### src/rtl/mdu_pkg.sv
package mdu_pkg;
   typedef enum logic [2:0] {
      OP_MUL_S = 3'd0,
      OP_MUL_U = 3'd1,
      OP_DIV_S = 3'd2,
      OP_DIV_U = 3'd3,
      OP_TO_HI = 3'd4,
      OP_TO_LO = 3'd5,
      OP_NONE6 = 3'd6,
      OP_NONE7 = 3'd7
   } mdu_op_e;
endpackage

### src/rtl/mdu_mul_seq.sv
// Shift-and-add multiplier on unsigned magnitudes, one multiplier bit per step.
module mdu_mul_seq #(
   parameter int WIDTH = 32
) (
   input  logic               clk,
   input  logic               rst_n,
   input  logic               load,
   input  logic               step,
   input  logic [WIDTH-1:0]   mcand_in,
   input  logic [WIDTH-1:0]   mplier_in,
   output logic [2*WIDTH-1:0] prod_nxt
);
   localparam int PW = 2 * WIDTH;

   logic [PW-1:0]    acc_q;
   logic [WIDTH-1:0] mcand_q;
   logic [WIDTH:0]   part_sum;

   // upper half plus multiplicand when the current low bit is set
   assign part_sum = {1'b0, acc_q[PW-1:WIDTH]} + (acc_q[0] ? {1'b0, mcand_q} : '0);
   assign prod_nxt = {part_sum, acc_q[WIDTH-1:1]};

   always_ff @(posedge clk or negedge rst_n) begin
      if (!rst_n) begin
         acc_q   <= '0;
         mcand_q <= '0;
      end else if (load) begin
         acc_q   <= {{WIDTH{1'b0}}, mplier_in};
         mcand_q <= mcand_in;
      end else if (step) begin
         acc_q   <= prod_nxt;
      end
   end
endmodule

### src/rtl/mdu_div_seq.sv
// Restoring divider on unsigned magnitudes, one quotient bit per step.
module mdu_div_seq #(
   parameter int WIDTH = 32
) (
   input  logic             clk,
   input  logic             rst_n,
   input  logic             load,
   input  logic             step,
   input  logic [WIDTH-1:0] dvd_in,
   input  logic [WIDTH-1:0] dsr_in,
   output logic [WIDTH-1:0] quo_nxt,
   output logic [WIDTH-1:0] rem_nxt
);
   logic [WIDTH-1:0] rem_q, quo_q, dsr_q;
   logic [WIDTH:0]   shifted, trial;

   assign shifted = {rem_q, quo_q[WIDTH-1]};
   assign trial   = shifted - {1'b0, dsr_q};

   always_comb begin
      if (!trial[WIDTH]) begin
         rem_nxt = trial[WIDTH-1:0];
         quo_nxt = {quo_q[WIDTH-2:0], 1'b1};
      end else begin
         rem_nxt = shifted[WIDTH-1:0];
         quo_nxt = {quo_q[WIDTH-2:0], 1'b0};
      end
   end

   always_ff @(posedge clk or negedge rst_n) begin
      if (!rst_n) begin
         rem_q <= '0;
         quo_q <= '0;
         dsr_q <= '0;
      end else if (load) begin
         rem_q <= '0;
         quo_q <= dvd_in;
         dsr_q <= dsr_in;
      end else if (step) begin
         rem_q <= rem_nxt;
         quo_q <= quo_nxt;
      end
   end
endmodule

### src/rtl/mdu_hilo.sv
module mdu_hilo
   import mdu_pkg::*;
#(
   parameter int WIDTH = 32
) (
   input  logic             clk,
   input  logic             rst_n,
   input  logic             cmd_valid,
   output logic             cmd_ready,
   input  logic [2:0]       cmd_op,
   input  logic [WIDTH-1:0] cmd_a,
   input  logic [WIDTH-1:0] cmd_b,
   output logic             busy,
   input  logic             rd_req,
   input  logic             rd_sel,
   output logic             rd_stall,
   output logic [WIDTH-1:0] rd_data
);
   localparam int CW = $clog2(WIDTH);
   localparam logic [CW-1:0] LAST_CNT = CW'(WIDTH - 1);

   if (WIDTH < 4) begin : g_bad_width
      $error("mdu_hilo: WIDTH must be at least 4");
   end
   if ((1 << CW) != WIDTH) begin : g_bad_pow2
      $error("mdu_hilo: WIDTH must be a power of two");
   end

   mdu_op_e op_in;
   logic    is_mul, is_div, is_sgn, fire, start, last;

   assign op_in  = mdu_op_e'(cmd_op);
   assign is_mul = (op_in == OP_MUL_S) || (op_in == OP_MUL_U);
   assign is_div = (op_in == OP_DIV_S) || (op_in == OP_DIV_U);
   assign is_sgn = (op_in == OP_MUL_S) || (op_in == OP_DIV_S);

   logic             busy_q, run_div_q, neg_x_q, neg_d_q, div0_q;
   logic [CW-1:0]    cnt_q;
   logic [WIDTH-1:0] dvd_q, hi_q, lo_q;

   assign cmd_ready = !busy_q;
   assign fire      = cmd_valid && cmd_ready;
   assign start     = fire && (is_mul || is_div);
   assign last      = busy_q && (cnt_q == LAST_CNT);

   // operand magnitudes: index 0 is cmd_a, index 1 is cmd_b
   logic [1:0][WIDTH-1:0] opnd, mag;
   logic [1:0]            neg;
   assign opnd[0] = cmd_a;
   assign opnd[1] = cmd_b;
   for (genvar gi = 0; gi < 2; gi++) begin : g_mag
      assign neg[gi] = is_sgn && opnd[gi][WIDTH-1];
      assign mag[gi] = neg[gi] ? (~opnd[gi] + 1'b1) : opnd[gi];
   end

   logic [2*WIDTH-1:0] prod_nxt, prod_fix;
   logic [WIDTH-1:0]   quo_nxt, rem_nxt, quo_fix, rem_fix;

   mdu_mul_seq #(.WIDTH(WIDTH)) u_mul (
      .clk(clk), .rst_n(rst_n), .load(start), .step(busy_q),
      .mcand_in(mag[0]), .mplier_in(mag[1]), .prod_nxt(prod_nxt)
   );

   mdu_div_seq #(.WIDTH(WIDTH)) u_div (
      .clk(clk), .rst_n(rst_n), .load(start), .step(busy_q),
      .dvd_in(mag[0]), .dsr_in(mag[1]), .quo_nxt(quo_nxt), .rem_nxt(rem_nxt)
   );

   // sign restoration on the final step
   assign prod_fix = neg_x_q ? (~prod_nxt + 1'b1) : prod_nxt;
   assign quo_fix  = div0_q ? '1 : (neg_x_q ? (~quo_nxt + 1'b1) : quo_nxt);
   assign rem_fix  = div0_q ? dvd_q : (neg_d_q ? (~rem_nxt + 1'b1) : rem_nxt);

   always_ff @(posedge clk or negedge rst_n) begin
      if (!rst_n) begin
         busy_q    <= 1'b0;
         cnt_q     <= '0;
         run_div_q <= 1'b0;
         neg_x_q   <= 1'b0;
         neg_d_q   <= 1'b0;
         div0_q    <= 1'b0;
         dvd_q     <= '0;
      end else if (start) begin
         busy_q    <= 1'b1;
         cnt_q     <= '0;
         run_div_q <= is_div;
         neg_x_q   <= neg[0] ^ neg[1];
         neg_d_q   <= neg[0];
         div0_q    <= is_div && (cmd_b == '0);
         dvd_q     <= cmd_a;
      end else if (last) begin
         busy_q    <= 1'b0;
      end else if (busy_q) begin
         cnt_q     <= cnt_q + 1'b1;
      end
   end

   always_ff @(posedge clk or negedge rst_n) begin
      if (!rst_n) begin
         hi_q <= '0;
         lo_q <= '0;
      end else if (last) begin
         hi_q <= run_div_q ? rem_fix : prod_fix[2*WIDTH-1:WIDTH];
         lo_q <= run_div_q ? quo_fix : prod_fix[WIDTH-1:0];
      end else if (fire && op_in == OP_TO_HI) begin
         hi_q <= cmd_a;
      end else if (fire && op_in == OP_TO_LO) begin
         lo_q <= cmd_a;
      end
   end

   assign busy     = busy_q;
   assign rd_stall = rd_req && busy_q;
   assign rd_data  = rd_sel ? hi_q : lo_q;
endmodule

### config.mk
export PLATFORM = sky130hd
export DESIGN_NAME = mdu_hilo
export DESIGN_NICKNAME = d
export VERILOG_FILES = /design/src/rtl/mdu_pkg.sv /design/src/rtl/mdu_mul_seq.sv /design/src/rtl/mdu_div_seq.sv /design/src/rtl/mdu_hilo.sv
export SDC_FILE = /design/constraint.sdc
export NUM_CORES = 1
export LEC_CHECK = 0
export BUFFER_PORTS_ARGS = -buffer_cell sky130_fd_sc_hd__buf_2
export CAP_MARGIN = 30
export CORE_MARGIN = 1
export CORE_UTILIZATION = 45
export CTS_BUF_LIST = sky130_fd_sc_hd__clkbuf_4
export DETAILED_ROUTE_END_ITERATION = 8
export PLACE_DENSITY_LB_ADDON = 0.08
export SLEW_MARGIN = 10
export SYNTH_ARGS = -nofsm -noshare
export SYNTH_HDL_FRONTEND = slang
export SYNTH_SLANG_ARGS = --single-unit
### constraint.sdc
create_clock -name clk -period 7.4 [get_ports clk]
set_clock_uncertainty 0.2 [all_clocks]
set_input_delay 0.74 -clock clk [delete_from_list [all_inputs] [get_ports clk]]
set_output_delay 0.74 -clock clk [all_outputs]
set_load 0.02 [all_outputs]
==> results of run 1 <==
-- Yosys cell counts, drive strengths merged (46+ instances only) --
master,instances,area (um2)
mux2i,71,711
a211oi,73,553
o21ai,222,1110
inv,72,270
clkbuf,153,576
dfrtp,297,7430
and2,86,538
xnor2,146,1280
nor2,171,642
xor2,62,543
a21oi,242,1210
o31ai,46,350
nand2,338,1270
ha,71,888
-- per-stage QoR --
| step | utilization [%] | instances |
|---|---|---|
| 2_1_floorplan | - | 2707 |
| 3_3_place_gp | 47.4 | 3321 |
| 3_5_place_dp | 47.5 | 3323 |
| 4_1_cts | 50.6 | 3513 |
| 5_1_grt | 50.7 | 3519 |
| 6_report | 50.7 | 3520 |
-- flip-flops by register name, summed over array words and instances (netlist names) --
register / cells
run_div_q: 1
dvd_q: 32
u_mul.mcand_q: 31
hi_q: 32
u_div.rem_q: 32
neg_x_q: 1
busy: 1
cnt_q: 5
neg_d_q: 1
u_div.quo_q: 32
u_div.dsr_q: 32
lo_q: 32
u_mul.acc_q: 64
div0_q: 1
-- timing repair --
item                                   CTS  global route
buffers inserted                         0             0
hold buffers                            32             0
endpoints found under the hold margin  128             0
-- layer usage --
metal	up-vias	track usage (%)	routed length, um
met5	-	0	0
met3	176	5.03	5640
li1	10100	-	-
met4	0	12.8	2940
met1	10600	46.4	37300
met2	847	50.1	36200
-- critical path, stage by stage, from the launching register on --
cell and delay [ns]:
dfrtp_1 0.36, inv_1 0.07, ha_1 0.21, fa_1 0.42
nand2b_1 0.20, a21oi_1 0.31, o21ai_1 0.28, a21oi_1 0.22
o211a_2 0.24, clkinv_1 0.44, a21oi_1 0.47, ha_1 0.26
nand2_1 0.08, inv_1 0.06, o221ai_1 0.13, a2111oi_0 0.56
nand3_1 0.19, a22oi_1 0.20, buf_4 0.19, nand3b_1 0.16
o41a_1 0.37, mux2i_1 0.15, o211ai_1 0.10
-- final cells by class --
type                       count  area (um2)
antenna                        4        10.0
clock buffer                 135        1010
clock inverter                23         173
fill                        4824       24100
inverter                      73         274
multi-input combinational   2157       13900
sequential                   297        7440
tap                          664         831
timing repair buffer         167        1130
-- worst max path at each step --
stage               startpoint       end  slack (ns)
3_5_place_dp   u_div.quo_q[31]  hi_q[28]        1.55
6_report       u_div.quo_q[31]  hi_q[28]        1.42
3_3_place_gp   u_div.quo_q[31]  hi_q[28]        1.85
5_1_grt        u_div.quo_q[31]  hi_q[28]        0.99
4_1_cts        u_div.quo_q[31]  hi_q[28]        1.55
2_1_floorplan  u_div.quo_q[31]  hi_q[28]        2.14
-- power groups by stage --
| stage | registers [mW] | clock network (mW) | logic, mW |
|---|---|---|---|
| 4_1_cts | 3.25 | 1.76 | 9.40 |
| 3_3_place_gp | 3.24 | 0 | 9.28 |
| 5_1_grt | 3.38 | 1.85 | 10.4 |
| 3_5_place_dp | 3.27 | 0 | 9.32 |
| 2_1_floorplan | 2.93 | 0 | 6.80 |
| 6_report | 3.28 | 1.73 | 9.58 |
-- cells by family after synthesis --
kind of cell	after synthesis
simple gates	895
compound gates	867
mux	114
fa+ha+maj	73
buf+inv	253
flops	297
xor+xnor	208
==> impl_results.md, run 1 <==
- Main synth FF type: dfrtp_1
- Synth Area in Simple Gates: 19.7%
- Gr usage total: 32.8%
- Placed cell areas: 0.0232 mm2
- Post-Synthesis Cells: 2707
- Main combinational cell family by area after synthesis: compound AO/OA/AOI/OAI gates
- Global-route wire length before repair: 127000 um
- Worst min path class: in2reg
- Congestion Overflow GR: 0
- DR vias: 21700
- Clock latency at the later pin of the worst-skew pair: 0.85 ns
- Avg WL per Cell: 23.3 um
- Layout net count: 2930
- CTS Root Cell: clkbuf_4
- Detailed-route vias per instance: 6.15
- Status: complete, no violations
- Area of the core: 0.0488 mm2
- Max Freq: 167 MHz
- Setup TNS: 0 ns
- Measured slew at the worst slew-check pin: 1.01 ns
- CTS clk-pin slew, worst paths: 0.06 ns
- Synth Area in XOR/XNOR: 8.18%
- Initial antenna violation count: 4
- Clock share of power: 11.9%
- WP data required: 7.89 ns
- Layout area overhead: 11.2%
- PostCTS Resize Cnt: 0
- CTS tree: built
- # setup viols final: 0
- EDFF count, synth: 0
- Mux contribution to synthesized area: 5.37%
- Reg2reg setup slack: 1.42 ns
- Worst Path Max Fanout: 10
- Largest net degree at the start of global routing: 155
- Hold EP: u_mul.mcand_q[1]
- Post-synthesis adder-cell area fraction: 4.17%
- Final Cell Area: 0.0248 mm2
- PortBufs: 106
- Psw: 7.72 mW
- Max Cap Viol: 0
- Synth Area in Compound Gates: 24.8%
- Post-DP HPWL: 58900 um
- Row cnt: 81
- Comb pwr share: 65.7%
- CTS sink cnt: 297
- Crit start category: register
- Worst R2R End: hi_q[28]
- Die width: 224 um
- Register area share after synthesis: 33.4%
- Vias in the first global route: 20800
- Peak supply drop: 0.000273 V
- Layout cell share with drive strength beyond 1: 12.9%
- Power share of the sequential group: 22.5%
- Unique cell type count in the Yosys netlist: 90
- Syn avg cell area: 8.22 um2
- Most frequent cells in the layout: 337 x nand2_1, 294 x dfrtp_1, 241 x a21oi_1
- DR DRC count: 0
- CTS Buf Count: 89
- Worst hold slack: 0.0781 ns
- Yosys reg bits: 297
- Period utilization: 80.8%
- Slew HR: 32.7%
- Count of final hold-check violations: 0
- Pre-antenna DRT Iters: 6
- Sw Share: 52.9%
- Final Max Tran Viols: 0
- Initial DRC Count: 1929
- Commonest non-fill, non-tap cell in the layout: nand2_1
- Clk buf depth: 3
- Worst EP arrival: 6.47 ns
- Mapped Area: 0.0223 mm2
- GPL Wtd Cong: 0.953
- Final ANT Viol Nets: 0
- Worst Setup End Kind: register
- Final min period: 5.98 ns
- Worst reg2reg path depth: 22
- Worst Hold Depth: 2
- Die area: 0.0504 mm2
- Total nets after synthesis: 2852
- Die Height: 224 um
- WS Path Type: reg2reg
- Total power: 14.6 mW
- Post-synth ARST share: 100%
- Int Power: 6.87 mW
- Power per cell area: 589 mW/mm2
- Dpl ws: 1.55 ns
- Hold path start: cmd_valid
- Worst reg2reg startpoint: u_div.quo_q[31]
- Leak: 10.3 nW
- WL final: 82100 um
- Initial core utilization: 45.6%
- IO Count: 107
- Synth warn: 0
- RSZ-0062 raised after global routing: no
- Total number of H-tree levels: 3
- Final WS setup: 1.42 ns
(Power assumes the default switching activity.)
==> run 2: changes to the inputs <==
ABC_AREA = 1   (was unset)
clock period = 5.25 ns   (was 7.4 ns; I/O delays follow)
==> impl_results.md, run 2 <==
- Status: complete, no violations
- Congestion Overflow GR: 0 (unchanged)
- Total nets after synthesis: 3821 (+34%)
- PostCTS Resize Cnt: 0 (unchanged)
- Post-Synthesis Cells: 3676 (+36%)
- Filler cells: 5397 (+12%)
- Mapped Area: 0.0234 mm2 (+5.1%)
- Count of final hold-check violations: 0 (unchanged)
- Period utilization: 91.1% (+10 points)
- WL final: 100000 um (+22%)
- Final min period: 4.78 ns (-1.20 ns)
- Fin util: 51.7% (+1.0 points)
- Worst min path class: in2reg
- Initial DRC Count: 2724 (+41%)
- Gr usage total: 37.6% (+4.8 points)
- Post-DP HPWL: 75300 um (+28%)
- Slew HR: 27.2% (-5.5 points)
- Total number of H-tree levels: 3 (unchanged)
- Yosys reg bits: 297 (unchanged)
- Hold_buf cts: 72 (+130%)
- Max Freq: 209 MHz (+25%)
- Clock latency at the later pin of the worst-skew pair: 0.89 ns (+0.04 ns)
- CTS Buf Count: 92 (+3.4%)
- Power per cell area: 810 mW/mm2 (+38%)
- Leak: 13.4 nW (+29%)
- EDFF count, synth: 0 (unchanged)
- Unique cell type count in the Yosys netlist: 61 (-32%)
- Largest net degree at the start of global routing: 113 (-27%)
- Top cells by count, synth: 1009 x nand2_1, 518 x inv_1, 366 x nor2_1
- Initial core utilization: 45.6% (about the same)
- DR vias: 26100 (+21%)
- Register area: 0.00743 mm2 (about the same)
- DR DRC count: 0 (unchanged)
- Global-route wire length before repair: 150000 um (+19%)
- # setup viols final: 0 (unchanged)
- Top cells by area, synth: dfrtp_1 32%, nand2_1 16%, inv_1 8.3%
- GPL Wtd Cong: 0.971 (+1.9%)
- Pre-antenna DRT Iters: 8 (+2)
- Max reg flops: 64 (unchanged)
- Row cnt: 83 (+2.5%)
- Layout net count: 3993 (+36%)
- RSZ-0062 raised after global routing: no
- Worst EP arrival: 5.38 ns (-1.09 ns)
- Worst Setup End Kind: register
- Area of the core: 0.0513 mm2 (+5.0%)
- Avg WL per Cell: 21.7 um (-6.8%)
- Die Height: 230 um (+2.5%)
- Die width: 230 um (+2.5%)
- Post-CTS setup buffer count: 0 (unchanged)
- CTS tree: built
- CTS Root Cell: clkbuf_4
- Final ANT Viol Nets: 0 (unchanged)
- Multi-input logic area: 0.0134 mm2 (-3.5%)
- Post-synth top area cell: dfrtp_1
- Layout cell share with drive strength beyond 1: 9.93% (-2.9 points)
- Main synth FF type: dfrtp_1
- WS Path Type: reg2reg
- Most frequent cell after synthesis: nand2_1
- Dpl ws: 0.512 ns (-1.04 ns)
- CTS sink cnt: 297 (unchanged)
- Slowest CP cell: fa_1
- PortBufs: 106 (unchanged)
- Final WS setup: 0.469 ns (-0.952 ns)
- Register area share after synthesis: 31.8% (-1.6 points)
- Biggest register: u_mul.acc_q
- Synth warn: 0 (unchanged)
- CTS clk-pin slew, worst paths: 0.06 ns (about the same)
- Initial antenna violation count: 6 (+2)
- Reg2reg setup slack: 0.47 ns (-0.95 ns)
- Commonest non-fill, non-tap cell in the layout: nand2_1
- Synth top area share: 31.8% (-1.6 points)
- Setup TNS: 0 ns (unchanged)
- Most frequent cells in the layout: 1009 x nand2_1, 516 x inv_1, 362 x nor2_1
- Syn avg cell area: 6.36 um2 (-23%)
- Vias in the first global route: 24800 (+19%)
- Worst Path Max Fanout: 4 (-6)
- Layout area overhead: 13.4%
- Die area: 0.0529 mm2 (+5.0%)
- Crit start category: register
- Post-synth ARST share: 100% (unchanged)
- Measured slew at the worst slew-check pin: 1.08 ns (+0.0715 ns)
- IO Count: 107 (unchanged)
- Detailed-route vias per instance: 5.68 (-7.7%)
- WP data required: 5.85 ns (-2.04 ns)
- Max Cap Viol: 0 (unchanged)
- Final Max Tran Viols: 0 (unchanged)
- CP peak stage delay: 0.42 ns (-0.14 ns)
- Peak supply drop: 0.000398 V (+45%)
- Clk buf depth: 3 (unchanged)
[run 2: cell count changes in the layout (fill, tap and decap cells not counted), sizes merged, moves of 37 or more]
| cell | before | now |
|---|---|---|
| nand2 | 338 | 1044 |
| inv | 73 | 529 |
| nor2 | 171 | 379 |
| nand3 | 36 | 215 |
| xnor2 | 146 | 21 |
| o21ai | 222 | 324 |
| and2 | 86 | 4 |
| mux2i | 71 | 0 |
| a211oi | 73 | 7 |
| o31ai | 46 | 3 |
| dlygate4sd3 | 32 | 72 |
| nor2b | 40 | 0 |
| mux2 | 43 | 6 |
[run 2: cells by family (layout without fill, tap and decap cells)]
| logic type | count (synthesis) | after routing | synth area share, % |
|---|---|---|---|
| muxes | 6 | 6 | 0.289 |
| AOI/OAI and AO/OA | 758 | 758 | 18.2 |
| DFF | 297 | 297 | 31.8 |
| buffers and inverters | 675 | 916 | 11.1 |
| and+or+nand+nor | 1820 | 1820 | 32.9 |
| adders and majority gates | 73 | 73 | 3.97 |
| other | 0 | 6 | 0 |
| xor gates and xnor gates | 47 | 47 | 1.76 |
[run 2: final timing paths]
check,startpoint,end,cells after the start
worst max-delay path,u_div.quo_q[31],lo_q[26],29
worst max register to register,u_div.quo_q[31],lo_q[26],29
worst min register to register,u_div.dsr_q[0],u_div.dsr_q[0],2
max in group asynchronous,rst_n,u_div.dsr_q[18],3
worst min-delay path,cmd_b[21],u_mul.acc_q[21],5
min in group asynchronous,rst_n,u_div.quo_q[21],2
[run 2: power by group]
part / switching, mW / internal (mW)
clock: 1.20 / 1.18
sequential: 0.961 / 3.47
combinational: 10.4 / 4.33
[run 2: per-stage QoR]
step           std cells  hold slack [ns]  area [um2]  power (mW)
6_report            4603           0.0413       26500        21.5
4_1_cts             4596          0.00858       26500        21.2
5_1_grt             4603           0.0372       26500        23.2
3_5_place_dp        4361            0.269       24600        18.7
3_3_place_gp        4358            0.268       24600        18.5
2_1_floorplan       3676           0.0294       23400        13.9
[run 2: worst max-delay path, delay by kind of cell (launching register included)]
| family | cells | cell delay, ns |
|---|---|---|
| AO/OA/AOI/OAI | 4 | 0.87 |
| flip-flops | 1 | 0.39 |
| buffers and inverters | 5 | 0.58 |
| AND/OR/NAND/NOR | 17 | 1.86 |
| adder cells (fa/ha/maj) | 3 | 0.84 |
[run 2: cell type report]
class,count,share of cell area (%)
Timing Repair Buffer,222,6.36
Tap cell,680,3.21
Inverter,531,7.52
Sequential cell,297,28.0
Clock buffer,128,3.62
Clock inverter,35,0.675
Multi-Input combinational cell,2704,50.5
Antenna cell,6,0.0566
[run 2: metal layers]
metal / wire [um] / global-route usage [%] / part of all wire, % / vias up
met1: 41400 / 49.0 / 41 / 12300
met3: 8380 / 8.11 / 8.4 / 270
met5: 18 / 0 / 0.018 / -
met4: 6150 / 20.8 / 6.1 / 2
li1: - / - / - / 12300
met2: 44100 / 57.8 / 44 / 1210
